**src/rtl/slg_pkg.sv**
```systemverilog
package slg_pkg;
  typedef enum logic {
    CAUSE_INV   = 1'b0,
    CAUSE_EVICT = 1'b1
  } cause_e;
endpackage

```
**src/rtl/slg_entry_store.sv**
```systemverilog
module slg_entry_store #(
  parameter int DEPTH  = 8,
  parameter int LINE_W = 26,
  parameter int ID_W   = 6,
  localparam int PTR_W = $clog2(DEPTH)
) (
  input  logic              clk,
  input  logic              rst,
  input  logic [PTR_W-1:0]  head_idx,
  input  logic [PTR_W:0]    count,
  input  logic              wr_en,
  input  logic [PTR_W-1:0]  wr_idx,
  input  logic [LINE_W-1:0] wr_line,
  input  logic [ID_W-1:0]   wr_id,
  input  logic              inv_valid,
  input  logic [LINE_W-1:0] inv_line,
  input  logic              evict_valid,
  input  logic [LINE_W-1:0] evict_line,
  input  logic [PTR_W-1:0]  rd_idx,
  output logic [LINE_W-1:0] rd_line,
  output logic [ID_W-1:0]   rd_id,
  output logic [DEPTH-1:0]  live,
  output logic [DEPTH-1:0]  inv_hit,
  output logic [DEPTH-1:0]  evict_hit
);
  logic [LINE_W-1:0] line_q [DEPTH];
  logic [ID_W-1:0]   id_q   [DEPTH];

  for (genvar i = 0; i < DEPTH; i++) begin : g_slot
    logic [PTR_W-1:0] age_off;
    assign age_off = PTR_W'(i) - head_idx;
    assign live[i] = {1'b0, age_off} < count;

    always_ff @(posedge clk) begin
      if (wr_en && wr_idx == PTR_W'(i)) begin
        line_q[i] <= wr_line;
        id_q[i]   <= wr_id;
      end
    end

    assign inv_hit[i]   = live[i] && inv_valid   && (line_q[i] == inv_line);
    assign evict_hit[i] = live[i] && evict_valid && (line_q[i] == evict_line);
  end

  assign rd_line = line_q[rd_idx];
  assign rd_id   = id_q[rd_idx];

  AST_WRITE_FREE_SLOT: assert property (@(posedge clk) disable iff (rst)
    wr_en |-> !live[wr_idx]);
endmodule

```
**src/rtl/slg_age_pick.sv**
```systemverilog
module slg_age_pick #(
  parameter int DEPTH  = 8,
  localparam int PTR_W = $clog2(DEPTH)
) (
  input  logic             clk,
  input  logic             rst,
  input  logic [DEPTH-1:0] hit,
  input  logic [PTR_W-1:0] head_idx,
  output logic             found,
  output logic [PTR_W-1:0] pick_idx,
  output logic [PTR_W-1:0] pick_off
);
  always_comb begin
    found    = 1'b0;
    pick_idx = '0;
    pick_off = '0;
    for (int k = DEPTH - 1; k >= 0; k--) begin
      if (hit[head_idx + PTR_W'(k)]) begin
        found    = 1'b1;
        pick_idx = head_idx + PTR_W'(k);
        pick_off = PTR_W'(k);
      end
    end
  end

  AST_PICK_IS_HIT: assert property (@(posedge clk) disable iff (rst)
    found |-> hit[pick_idx]);
  AST_PICK_FOUND: assert property (@(posedge clk) disable iff (rst)
    (hit != '0) |-> found);
endmodule

```
**src/rtl/spec_load_guard.sv**
```systemverilog
module spec_load_guard #(
  parameter int DEPTH  = 8,
  parameter int LINE_W = 26,
  parameter int ID_W   = 6
) (
  input  logic              clk,
  input  logic              rst,
  input  logic              alloc_valid,
  input  logic [LINE_W-1:0] alloc_line,
  input  logic [ID_W-1:0]   alloc_id,
  output logic              alloc_ready,
  input  logic              retire_valid,
  input  logic              inv_valid,
  input  logic [LINE_W-1:0] inv_line,
  input  logic              evict_valid,
  input  logic [LINE_W-1:0] evict_line,
  output logic              squash_valid,
  output logic [ID_W-1:0]   squash_id,
  output logic [LINE_W-1:0] squash_line,
  output logic              squash_cause
);
  import slg_pkg::*;

  localparam int PTR_W = $clog2(DEPTH);
  localparam logic [PTR_W:0] FULL_CNT = (PTR_W+1)'(DEPTH);

  initial begin
    if (DEPTH < 2 || (1 << PTR_W) != DEPTH)
      $error("DEPTH must be a power of two of at least 2");
  end

  logic [PTR_W:0]    head_q, tail_q, cnt;
  logic [DEPTH-1:0]  live, inv_hit, evict_hit, any_hit;
  logic              found;
  logic [PTR_W-1:0]  pick_idx, pick_off;
  logic [LINE_W-1:0] rd_line;
  logic [ID_W-1:0]   rd_id;
  logic              take_alloc, in_inv, in_evict, in_hit, viol;
  logic              wr_en, retire_fire;

  logic              sq_valid_q;
  logic [ID_W-1:0]   sq_id_q;
  logic [LINE_W-1:0] sq_line_q;
  cause_e            sq_cause_q;

  assign cnt         = tail_q - head_q;
  assign alloc_ready = (cnt != FULL_CNT);

  slg_entry_store #(.DEPTH(DEPTH), .LINE_W(LINE_W), .ID_W(ID_W)) u_store (
    .clk        (clk),
    .rst        (rst),
    .head_idx   (head_q[PTR_W-1:0]),
    .count      (cnt),
    .wr_en      (wr_en),
    .wr_idx     (tail_q[PTR_W-1:0]),
    .wr_line    (alloc_line),
    .wr_id      (alloc_id),
    .inv_valid  (inv_valid),
    .inv_line   (inv_line),
    .evict_valid(evict_valid),
    .evict_line (evict_line),
    .rd_idx     (pick_idx),
    .rd_line    (rd_line),
    .rd_id      (rd_id),
    .live       (live),
    .inv_hit    (inv_hit),
    .evict_hit  (evict_hit)
  );

  assign any_hit = inv_hit | evict_hit;

  slg_age_pick #(.DEPTH(DEPTH)) u_pick (
    .clk     (clk),
    .rst     (rst),
    .hit     (any_hit),
    .head_idx(head_q[PTR_W-1:0]),
    .found   (found),
    .pick_idx(pick_idx),
    .pick_off(pick_off)
  );

  // the incoming load is youngest, so it only counts when nothing older is hit
  assign take_alloc  = alloc_valid && alloc_ready;
  assign in_inv      = take_alloc && inv_valid   && (inv_line   == alloc_line);
  assign in_evict    = take_alloc && evict_valid && (evict_line == alloc_line);
  assign in_hit      = in_inv || in_evict;
  assign viol        = found || in_hit;
  assign wr_en       = take_alloc && !viol;
  assign retire_fire = retire_valid && (cnt != '0) && !(found && pick_off == '0);

  always_ff @(posedge clk) begin
    if (rst) begin
      head_q <= '0;
      tail_q <= '0;
    end else begin
      if (retire_fire) head_q <= head_q + 1'b1;
      if (found)       tail_q <= head_q + {1'b0, pick_off};
      else if (wr_en)  tail_q <= tail_q + 1'b1;
    end
  end

  always_ff @(posedge clk) begin
    if (rst) begin
      sq_valid_q <= 1'b0;
      sq_id_q    <= '0;
      sq_line_q  <= '0;
      sq_cause_q <= CAUSE_INV;
    end else begin
      sq_valid_q <= viol;
      if (found) begin
        sq_id_q    <= rd_id;
        sq_line_q  <= rd_line;
        sq_cause_q <= inv_hit[pick_idx] ? CAUSE_INV : CAUSE_EVICT;
      end else if (in_hit) begin
        sq_id_q    <= alloc_id;
        sq_line_q  <= alloc_line;
        sq_cause_q <= in_inv ? CAUSE_INV : CAUSE_EVICT;
      end
    end
  end

  assign squash_valid = sq_valid_q;
  assign squash_id    = sq_id_q;
  assign squash_line  = sq_line_q;
  assign squash_cause = sq_cause_q;

  AST_NO_OVERFLOW: assert property (@(posedge clk) disable iff (rst)
    cnt <= FULL_CNT);
  AST_SQUASH_NEEDS_EVENT: assert property (@(posedge clk) disable iff (rst)
    !(inv_valid || evict_valid) |=> !squash_valid);
  AST_SQUASH_SHRINKS: assert property (@(posedge clk) disable iff (rst)
    found |=> cnt <= $past(cnt));
  AST_RETIRE_EMPTY: assert property (@(posedge clk) disable iff (rst)
    (cnt == '0) && !alloc_valid |=> cnt == '0);
  AST_HEAD_WINS: assert property (@(posedge clk) disable iff (rst)
    (found && pick_off == '0) |=> $stable(head_q));
endmodule

```
**config.mk**
```make
export PLATFORM = sky130hd
export DESIGN_NAME = spec_load_guard
export DESIGN_NICKNAME = d
export VERILOG_FILES = /design/src/rtl/slg_pkg.sv /design/src/rtl/slg_entry_store.sv /design/src/rtl/slg_age_pick.sv /design/src/rtl/spec_load_guard.sv
export SDC_FILE = /design/constraint.sdc
export NUM_CORES = 2
export LEC_CHECK = 0
export ABC_CLOCK_PERIOD_IN_PS = 11000
export BUFFER_PORTS_ARGS = -buffer_cell sky130_fd_sc_hd__buf_2
export CORE_MARGIN = 4
export CORE_UTILIZATION = 45
export CTS_CLUSTER_DIAMETER = 50
export DETAILED_ROUTE_END_ITERATION = 8
export PLACE_DENSITY = 0.61
export SYNTH_ARGS = -nofsm -noshare
export SYNTH_HDL_FRONTEND = slang
export SYNTH_SLANG_ARGS = --single-unit
```
**constraint.sdc**
```tcl
create_clock -name clk -period 11 [get_ports clk]
set_input_delay 2.2 -clock clk [delete_from_list [all_inputs] [get_ports clk]]
set_output_delay 2.2 -clock clk [all_outputs]
set_load 0.02 [all_outputs]
```
==> results.json <==
{
  "synth_ff_type": "edfxtp_1",
  "areaGrowthSynthToFinish_pct": 11.9,
  "core_um2": 41200,
  "nets": 1804,
  "synthDistinctLibCells": 69,
  "grtUsageTotal_pct": 35.5,
  "power_frac_comb_pct": 31.0,
  "fp-row-count": 74,
  "power_frac_seq_pct": 36.8,
  "clkSinkCount": 298,
  "io_pins": 125,
  "postCtsHoldBufs": 0,
  "dpl-instance-area_um2": 19800,
  "ys_seq_area_share_pct": 45.0,
  "setup_viol": 0,
  "cp.required_ns": 11.52,
  "drtAntennaViolNets": 0,
  "status": "finished, final reports clean",
  "grt_max_degree": 102,
  "post-place-cells": 2179,
  "cts_made_buffers": 41,
  "synth-seq-cells": 298,
  "min_delay_path_depth": 1,
  "drv_cap": 0,
  "syn_nets": 1722,
  "regToRegSetupSlack_ns": 3.58,
  "fin_area_um2": 21200,
  "final.period_utilization_pct": 69.5,
  "yosysTopAreaCell": "edfxtp_1",
  "slew_viol_final": 0,
  "clockRootBuffer": "clkbuf_16",
  "final_layout_size_suffix_gt1_share_pct": 17.0,
  "async_flop_share_pct": 0,
  "hp-class": "register to register",
  "worst_hold_startpoint": "squash_line[5]",
  "layout.cells.non_filler": 2255,
  "p_clk_share_pct": 32.2,
  "worstMarginPinSlew_ns": 1.16,
  "cts.path.max_buffers": 3,
  "cts_setup_buffers": 0,
  "antenna_found_initial": 1,
  "wl_per_cell_um": 36.2,
  "port_buffers": 124,
  "grt_setup_unrepaired": "no",
  "syn_area_per_cell_um2": 11.8,
  "period_minus_slack_ns": 7.65,
  "cp-start-kind": "primary input",
  "netSwitchingPower_mw": 1.54,
  "power_density_nw_per_um2": 194,
  "reg2reg_depth": 15,
  "dp_hpwl_um": 63000,
  "power.leakage_nw": 7.42,
  "vdd_drop_max_v": 0.000144,
  "synth_area_um2": 19000,
  "swShare_pct": 37.4,
  "critPathMaxFanout": 40,
  "r2r-start": "head_q[1]",
  "drtPass1Iterations": 6,
  "intPower_mw": 2.58,
  "dr.first_iter.drc_count": 1854,
  "yosysTopAreaCellShare_pct": 40.6,
  "dieArea_um2": 45500,
  "cts_resized": 0,
  "wl_um": 81600,
  "postLayoutCoreUtil_pct": 51.5,
  "yosysWarningCount": 0,
  "finalSetupTns_ns": 0,
  "cts_tree": "done",
  "slew_headroom_pct": 23.0,
  "timing.fmax_mhz": 131,
  "path_class": "primary input to register",
  "cts_max_level": 2,
  "overflow": 0,
  "worst_ep_arrival_time_ns": 8.17,
  "min_to": "squash_line[5]",
  "die_w_um": 213,
  "clkTransAtPathRegs_ns": 0.06,
  "gp_congestion": 1.12,
  "synth_common_cells": "418 x xnor2_1, 256 x edfxtp_1, 136 x mux2i_1",
  "drc": 0,
  "grt_pass1_wl_um": 112000,
  "clock_skew_ns": 0.0189,
  "cp-end-kind": "register",
  "initial_utilization_pct": 46.0,
  "yosysMostFrequentCell": "xnor2_1",
  "r2r-end": "u_store.line_q[0][25]",
  "grt_pass1_vias": 13855,
  "ys_top_cells_by_area": "edfxtp_1 41%, xnor2_1 19%, mux2i_1 7.2%",
  "synth-edff-count": 256,
  "clk_latency_ns": 0.58,
  "route.vias.total": 14254,
  "viasPerCell": 6.32,
  "synthCells": 1608,
  "die_y_um": 213,
  "finalHoldViolCount": 0
}
## sequential cells by signal, indices dropped and copies added, names as in the netlist
name,flops
u_store.line_q,208
u_store.id_q,48
squash_line,26
squash_id,6
head_q,4
tail_q,4
squash_cause,1
squash_valid,1
## cell families after synthesis
logic type | share of synthesized area, %
fa+ha+maj | 2.10
xor+xnor | 22.3
flops | 45.0
mux | 9.80
buf+inv | 3.74
compound gates | 8.18
simple gates | 8.84
## worst max-delay path by stage
stage	from	endpoint	slack, ns	cells past startpoint
floorplan	inv_line[25]	u_store.id_q[1][0]	3.41	13
global placement	evict_line[21]	squash_line[4]	3.16	15
detailed placement	evict_line[21]	squash_id[4]	3.08	15
CTS	head_q[1]	u_store.line_q[0][25]	3.63	15
global route	head_q[1]	u_store.line_q[0][25]	3.13	15
finish	inv_line[7]	squash_id[4]	3.35	14
## routing by layer
layer,vias to the layer above,track usage (%),wire length [µm]
met1,7217,50.7,35200
met2,794,54.9,36400
met3,124,6.70,6950
met5,-,0,12
li1,6117,-,-
met4,2,11.7,2990
## cell usage in the layout (no fill, tap or decap), types with 9 or more instances in the layout
cell and instances:
buf_2 124, o31ai_1 11, inv_1 14, clkbuf_16 41, mux4_2 9, nor2_1 56, edfxtp_1 256, a221oi_2 21
mux2_2 26, ha_1 22, nand2_1 48, xor2_1 60, a22o_1 22, nand4_1 102, dfxtp_1 42, a222oi_1 10
nor3_1 33, xnor2_1 418, nand3_1 18, o21ai_0 28, o211a_1 9, nor4_1 27, buf_4 20, a21oi_1 36
mux2i_1 136
## worst max-delay path, stage by stage
cell and delay [ns]:
buf_2 0.20, xnor2_1 0.65, nand4_1 0.21, nor4_1 0.82, a22oi_1 0.40, o32ai_1 0.71
mux4_2 0.43, o31ai_1 0.09, a222oi_1 0.40, o31a_2 0.81, buf_12 0.34, mux2_2 0.40
a221oi_2 0.28, a22o_1 0.15
## stage by stage
stage | total power [mW] | worst slack (ns) | hold WS, ns
after floorplan | 2.29 | 3.41 | 0.538
after global placement | 2.79 | 3.16 | 0.460
after detailed placement | 2.79 | 3.08 | 0.463
after CTS | 4.11 | 3.63 | 0.478
after global routing | 4.26 | 3.13 | 0.483
final | 4.12 | 3.35 | 0.473
## power by group through the flow
stage               registers, mW  clock network, mW  logic (mW)
floorplan                    1.49                  0       0.805
global placement             1.53                  0        1.25
detailed placement           1.54                  0        1.25
CTS                          1.51               1.34        1.25
global route                 1.53               1.40        1.34
finish                       1.52               1.33        1.28
## area by class of cell
| cell class | count | area, µm² |
|---|---|---|
| multi-input cells | 1187 | 9780 |
| clock inverters | 27 | 307 |
| diodes | 1 | 2.50 |
| flip-flops and latches | 298 | 8530 |
| clock buffers | 48 | 1060 |
| inverters | 16 | 60.1 |
| well taps | 532 | 666 |
| repair buffers | 146 | 811 |
| fillers | 3601 | 20000 |
Note: power is estimated with default switching activity, not from simulation.
